### src/rtl/alarm_pkg.sv
package alarm_pkg;

    localparam int MIN_W  = 7;
    localparam int HOUR_W = 6;
    localparam int DOW_W  = 3;
    localparam int DAYS   = 7;
    localparam int DATA_W = 7;
    localparam int ADDR_W = 3;
    localparam int NUM_CH = 2;
    localparam int KEY_W  = 6;

    localparam int CH_WK = 0;
    localparam int CH_DY = 1;

    typedef enum logic [ADDR_W-1:0] {
        A_WK_MIN  = 3'd0,
        A_WK_HOUR = 3'd1,
        A_WK_DAYS = 3'd2,
        A_DY_MIN  = 3'd3,
        A_DY_HOUR = 3'd4,
        A_CTRL    = 3'd5,
        A_FLAGS   = 3'd6
    } reg_addr_e;

    typedef struct packed {
        logic [MIN_W-1:0]  minute;
        logic [HOUR_W-1:0] hour;
        logic [DAYS-1:0]   days;
    } alarm_cfg_t;

    // Map a BCD hour in either format to a linear hour number 0..23.
    function automatic logic [KEY_W-1:0] hour_key(input logic [HOUR_W-1:0] h,
                                                  input logic mode24);
        logic [KEY_W-1:0] v;
        if (mode24) begin
            v = KEY_W'(h[5:4]) * KEY_W'(10) + KEY_W'(h[3:0]);
        end else begin
            v = (h[4] ? KEY_W'(10) : KEY_W'(0)) + KEY_W'(h[3:0]);
            if (v == KEY_W'(12)) v = '0;
            if (h[5]) v = v + KEY_W'(12);
        end
        return v;
    endfunction

endpackage

### src/rtl/alarm_regs.sv
module alarm_regs
    import alarm_pkg::*;
(
    input  logic                  clk,
    input  logic                  rst,
    input  logic                  wr_en,
    input  logic [ADDR_W-1:0]     wr_addr,
    input  logic [DATA_W-1:0]     wr_data,
    output alarm_cfg_t [NUM_CH-1:0] cfg,
    output logic [NUM_CH-1:0]     en_q,
    output logic [NUM_CH-1:0]     en_next
);

    logic [MIN_W-1:0]  wk_min_q, dy_min_q;
    logic [HOUR_W-1:0] wk_hour_q, dy_hour_q;
    logic [DAYS-1:0]   wk_days_q;

    assign en_next = (wr_en && wr_addr == A_CTRL) ? wr_data[NUM_CH-1:0] : en_q;

    always_ff @(posedge clk) begin
        if (rst) begin
            wk_min_q  <= '0;
            wk_hour_q <= '0;
            wk_days_q <= '0;
            dy_min_q  <= '0;
            dy_hour_q <= '0;
            en_q      <= '0;
        end else begin
            en_q <= en_next;
            if (wr_en) begin
                case (wr_addr)
                    A_WK_MIN:  wk_min_q  <= wr_data[MIN_W-1:0];
                    A_WK_HOUR: wk_hour_q <= wr_data[HOUR_W-1:0];
                    A_WK_DAYS: wk_days_q <= wr_data[DAYS-1:0];
                    A_DY_MIN:  dy_min_q  <= wr_data[MIN_W-1:0];
                    A_DY_HOUR: dy_hour_q <= wr_data[HOUR_W-1:0];
                    default: ;
                endcase
            end
        end
    end

    always_comb begin
        cfg[CH_WK].minute = wk_min_q;
        cfg[CH_WK].hour   = wk_hour_q;
        cfg[CH_WK].days   = wk_days_q;
        cfg[CH_DY].minute = dy_min_q;
        cfg[CH_DY].hour   = dy_hour_q;
        cfg[CH_DY].days   = '1;
    end

endmodule

### src/rtl/alarm_cmp.sv
module alarm_cmp
    import alarm_pkg::*;
(
    input  alarm_cfg_t        cfg,
    input  logic [MIN_W-1:0]  cur_min,
    input  logic [HOUR_W-1:0] cur_hour,
    input  logic [DOW_W-1:0]  cur_dow,
    input  logic              mode_24h,
    output logic              hit
);

    logic day_ok;
    logic hour_ok;

    always_comb begin
        day_ok = 1'b0;
        for (int d = 0; d < DAYS; d++) begin
            if (cur_dow == DOW_W'(d)) day_ok = cfg.days[d];
        end
        hour_ok = hour_key(cfg.hour, mode_24h) == hour_key(cur_hour, mode_24h);
        hit     = day_ok && hour_ok && (cfg.minute == cur_min);
    end

endmodule

### src/rtl/alarm_chan.sv
module alarm_chan #(
    parameter int SET_DLY = 2
) (
    input  logic clk,
    input  logic rst,
    input  logic tick,
    input  logic hit,
    input  logic en_next,
    input  logic clr,
    output logic flag,
    output logic set_req
);

    logic [SET_DLY-1:0] pipe;

    generate
        if (SET_DLY == 1) begin : g_one
            always_ff @(posedge clk) begin
                if (rst) pipe <= '0;
                else     pipe <= tick & hit;
            end
        end else begin : g_shift
            always_ff @(posedge clk) begin
                if (rst) pipe <= '0;
                else     pipe <= {pipe[SET_DLY-2:0], tick & hit};
            end
        end
    endgenerate

    assign set_req = pipe[SET_DLY-1];

    always_ff @(posedge clk) begin
        if (rst)          flag <= 1'b0;
        else if (!en_next) flag <= 1'b0;
        else if (set_req) flag <= 1'b1;
        else if (clr)     flag <= 1'b0;
    end

endmodule

### src/rtl/alarm_matcher.sv
module alarm_matcher
    import alarm_pkg::*;
#(
    parameter int SET_DLY = 2
) (
    input  logic              clk,
    input  logic              rst,
    input  logic              min_tick,
    input  logic [MIN_W-1:0]  cur_min,
    input  logic [HOUR_W-1:0] cur_hour,
    input  logic [DOW_W-1:0]  cur_dow,
    input  logic              mode_24h,
    input  logic              wr_en,
    input  logic [ADDR_W-1:0] wr_addr,
    input  logic [DATA_W-1:0] wr_data,
    input  logic [ADDR_W-1:0] rd_addr,
    output logic [DATA_W-1:0] rd_data,
    output logic              wk_alarm_n,
    output logic              dy_alarm_n
);

    alarm_cfg_t [NUM_CH-1:0] cfg;
    logic [NUM_CH-1:0] en_q;
    logic [NUM_CH-1:0] en_next;
    logic [NUM_CH-1:0] hit;
    logic [NUM_CH-1:0] clr;
    logic [NUM_CH-1:0] flag;
    logic [NUM_CH-1:0] set_req;

    alarm_regs u_regs (
        .clk     (clk),
        .rst     (rst),
        .wr_en   (wr_en),
        .wr_addr (wr_addr),
        .wr_data (wr_data),
        .cfg     (cfg),
        .en_q    (en_q),
        .en_next (en_next)
    );

    for (genvar c = 0; c < NUM_CH; c++) begin : g_ch
        assign clr[c] = wr_en && (wr_addr == A_FLAGS) && !wr_data[c];

        alarm_cmp u_cmp (
            .cfg      (cfg[c]),
            .cur_min  (cur_min),
            .cur_hour (cur_hour),
            .cur_dow  (cur_dow),
            .mode_24h (mode_24h),
            .hit      (hit[c])
        );

        alarm_chan #(.SET_DLY(SET_DLY)) u_chan (
            .clk     (clk),
            .rst     (rst),
            .tick    (min_tick),
            .hit     (hit[c]),
            .en_next (en_next[c]),
            .clr     (clr[c]),
            .flag    (flag[c]),
            .set_req (set_req[c])
        );
    end

    assign wk_alarm_n = ~flag[CH_WK];
    assign dy_alarm_n = ~flag[CH_DY];

    always_comb begin
        case (rd_addr)
            A_WK_MIN:  rd_data = DATA_W'(cfg[CH_WK].minute);
            A_WK_HOUR: rd_data = DATA_W'(cfg[CH_WK].hour);
            A_WK_DAYS: rd_data = DATA_W'(cfg[CH_WK].days);
            A_DY_MIN:  rd_data = DATA_W'(cfg[CH_DY].minute);
            A_DY_HOUR: rd_data = DATA_W'(cfg[CH_DY].hour);
            A_CTRL:    rd_data = DATA_W'(en_q);
            A_FLAGS:   rd_data = DATA_W'(flag & en_q);
            default:   rd_data = '0;
        endcase
    end

endmodule

### config.mk
export PLATFORM = sky130hd
export DESIGN_NAME = alarm_matcher
export DESIGN_NICKNAME = d
export VERILOG_FILES = /design/src/rtl/alarm_pkg.sv /design/src/rtl/alarm_regs.sv /design/src/rtl/alarm_cmp.sv /design/src/rtl/alarm_chan.sv /design/src/rtl/alarm_matcher.sv
export SDC_FILE = /design/constraint.sdc
export NUM_CORES = 1
export LEC_CHECK = 0
export CORE_MARGIN = 3
export CORE_UTILIZATION = 36
export DETAILED_ROUTE_END_ITERATION = 10
export GPL_ROUTABILITY_DRIVEN = 0
export GPL_TIMING_DRIVEN = 0
export SETUP_SLACK_MARGIN = 0.3
export SYNTH_ARGS = -nofsm -noshare
export SYNTH_HDL_FRONTEND = slang
export SYNTH_SLANG_ARGS = --single-unit
### constraint.sdc
create_clock -name clk -period 7.5 [get_ports clk]
set_input_delay 1.125 -clock clk [delete_from_list [all_inputs] [get_ports clk]]
set_output_delay 1.125 -clock clk [all_outputs]
set_load 0.02 [all_outputs]
==> flow_metrics.py <==
metrics = {
    "run_status": {
        "status": "finished, final reports clean",
    },
    "worst_setup_path": {
        "crit_path_start": "rd_addr[2]",
        "critical_path_peak_fanout": 10,
        "critical_path_arrival_ns": 3.46,
        "critical_path_required_ns": 6.38,
        "timing_worst_setup_path_type": "in2out",
        "element_type_at_the_critical_path_end": "output port",
        "crit_path_start_kind": "input port",
        "worstReg2RegStart": "u_regs.dy_hour_q[4]",
    },
    "sta": {
        "worst_hold_slack_across_all_endpoints_ns": 0.446,
        "worst_clock_skew_ns": 0.00492,
        "final_period_minus_worst_setup_slack_ns": 4.58,
        "slew_viol_final": 0,
        "finalHoldViolations": 0,
        "setup_viol_count_final": 0,
        "post-route-worst-setup-slack_ns": 2.92,
        "maximum_frequency_from_static_timing_analysis_mhz": 218,
        "grt_setup_unrepaired": "no",
        "finalSetupTns_ns": 0,
        "max_slew.worst_pin.slew_ns": 1.20,
        "period_share_pct": 61.1,
        "max-slew-margin-rel_pct": 19.4,
    },
    "power": {
        "worst_ir_drop_vdd_v": 0.0000978,
        "cellLeakagePower_nw": 1.39,
        "report.power.total_mw": 0.521,
        "cellPowerDensity_mw_per_mm2": 145,
    },
    "floorplanning": {
        "design.die.area_mm2": 0.00937,
        "count_of_pins_on_the_block_boundary": 43,
        "die_width_um": 96.8,
        "core_region_area_mm2": 0.00785,
        "floorplan.die.height_um": 96.8,
        "fp-row-count": 32,
        "initial_util_pct": 37.8,
    },
    "layout": {
        "layout-drive-gt1-share_pct": 7.47,
        "finish.net_count": 439,
        "final_core_utilization_pct": 45.8,
        "synthToLayoutAreaGrowth_pct": 21.2,
        "fillCellCount": 803,
        "antenna_cells_inserted": 0,
        "multi_input_comb_area_mm2": 0.00205,
        "sequential_cell_area_um2": 821,
    },
    "routing": {
        "route.detailed.drc": 0,
        "via_per_inst": 5.35,
        "postRouteAntennaNets": 0,
        "route.final.wire_length_um": 7900,
        "vias": 2623,
        "first_iter_violations": 129,
        "detail_route.wl_per_cell_um": 16.1,
        "count_of_tritonroute_iterations_in_the_first_routing_pass": 4,
    },
    "yosys": {
        "synth.cell_area_mm2": 0.00297,
        "synth_ff_type": "dfxtp_1",
        "yosys.cell_types.count": 53,
        "synth_fp_nets": 394,
        "post_synth.cell_area_avg_um2": 8.68,
        "async_reset_ff_share_pct": 0,
        "synth.yosys.warnings": 0,
        "synth_enable_flop_cells": 0,
        "synth.ff_latch_count": 41,
        "synth_seq_area_share_pct": 27.7,
        "syn-instance-count": 342,
    },
    "clocking": {
        "cts.repair_timing.setup_buffer_count": 0,
        "cts_max_level": 2,
        "cts-buffers-inserted": 5,
        "cts_max_path_buffers": 2,
        "tritoncts": "built",
        "clock_input_transition_at_the_sequential_cells_of_the_worst_setup_and_hold_paths_ns": 0.08,
        "cts_hold_buffers": 0,
        "cts_root_buf": "clkbuf_8",
        "insertion_delay_ns": 0.30,
        "ctsResizeCount": 0,
        "cts_sinks": 41,
    },
    "job": {
        "drv.max_cap_violation_count": 0,
    },
    "grt": {
        "global_route.overflow_total": 0,
        "grt_first_pass_wirelength_um": 12600,
        "gr-usage-all-layers_pct": 16.4,
        "antenna_found_initial": 0,
        "grt_start_max_net_pins": 14,
        "grt_pass1_vias": 2463,
    },
    "min_path": {
        "worst_hold_startpoint": "g_ch[1].u_chan.pipe[0]",
        "timing.hold.worst.class": "reg2reg",
    },
    "placement": {
        "detailedPlace.worstSlack_ns": 2.94,
        "detailed_place_hpwl_um": 6320,
        "portBuffers": 38,
    },
}
-- cells by family (layout without fill, tap and decap cells) --
| family | after synthesis | in the layout | synth area share [%] |
|---|---|---|---|
| simple gates | 119 | 119 | 19.7 |
| compound gates | 62 | 62 | 15.0 |
| mux | 48 | 48 | 17.3 |
| flops | 41 | 41 | 27.7 |
| xor+xnor | 30 | 30 | 8.85 |
| buf+inv | 24 | 70 | 3.16 |
| fa+ha+maj | 18 | 18 | 8.35 |
-- stage by stage --
step | std cells | area (um2)
finish | 490 | 3600
global route | 490 | 3600
global placement | 482 | 3480
CTS | 490 | 3600
floorplan | 342 | 2970
detailed placement | 482 | 3480
-- final timing paths --
path              depth (start not counted)  slack (ns)                      to
hold reg to reg                           1        0.45  g_ch[1].u_chan.pipe[1]
hold / removal                            1        0.45  g_ch[1].u_chan.pipe[1]
setup reg to reg                         11        4.52  g_ch[1].u_chan.pipe[0]
setup / recovery                          6        2.92              rd_data[2]
-- sequential cells by signal, summed over array words and instances (netlist names) --
| signal | cells |
|---|---|
| u_regs.dy_hour_q | 6 |
| u_regs.en_q | 2 |
| u_regs.wk_min_q | 7 |
| g_ch.u_chan.pipe | 4 |
| g_ch.u_chan.flag | 2 |
| u_regs.dy_min_q | 7 |
| u_regs.wk_hour_q | 6 |
| u_regs.wk_days_q | 7 |
-- routing by layer --
layer / part of all wire, % / up-vias / global-route usage [%]
met1: 49 / 1242 / 22.8
met5: 0 / - / 0
met3: 3.5 / 4 / 2.52
li1: - / 1334 / -
met4: 0.57 / 0 / 3.24
met2: 47 / 43 / 27.1
-- synthesized netlist by cell type, drive strengths merged (2+ instances only) --
cell type   n  share of area, %
inv         8               1.0
mux2        7               2.7
nand2      17               2.2
and2        4              0.84
nor2       54               6.8
and3        3              0.80
a22oi       9               2.3
o311ai      2              0.59
o32ai       2              0.59
o21a        3              0.76
nand4b      2              0.59
nor2b       6               1.3
a31o        4               1.2
clkbuf      9               1.1
o41ai       2              0.59
buf         6              0.89
nand2b      3              0.63
dfxtp      41                28
xor2        9               2.7
nor4        2              0.42
a21oi       6               1.0
fa          3               2.0
mux2i      39                13
mux4        2               1.5
nor3b       2              0.51
nor3        7               1.3
nand4       5               1.1
a21o        3              0.76
xnor2      21               6.2
o221ai      3              0.89
ha         15               6.3
a31oi       2              0.42
a221oi      2              0.59
nand3       7               1.2
a211o       3              0.89
o21ai      17               3.2
-- worst max-delay path, stage by stage --
cell and delay [ns]:
clkdlybuf4s50_1 0.64, clkbuf_1 0.46, mux2_2 0.39, a22oi_1 0.15
o21ai_0 0.11, clkdlybuf4s50_1 0.57
-- final cells by class --
type / count / area share (%)
multi-input cells: 277 / 57.1
flip-flops and latches: 41 / 22.8
repair buffers: 38 / 10.6
well taps: 102 / 3.55
clock buffers: 6 / 2.30
plain buffers: 15 / 1.67
clock inverters: 2 / 1.04
inverters: 9 / 0.939
-- power by group --
part	switching (mW)	internal (mW)
registers	0.00506	0.222
clock network	0.0789	0.108
logic	0.0566	0.0506
-- layout by cell type (no fill, tap or decap), types with 6 or more instances in the layout --
cell type         n
nor2_1           54
dfxtp_1          41
mux2i_1          39
clkdlybuf4s50_1  38
xnor2_1          21
nand2_1          17
ha_1             15
o21ai_0          13
clkbuf_1          9
a22oi_1           9
xor2_1            9
inv_1             8
mux2_2            7
nand3_1           7
nor2b_1           6
a21oi_1           6
nor3_1            6
clkbuf_8          6
Note: power is estimated with default switching activity, not from simulation.
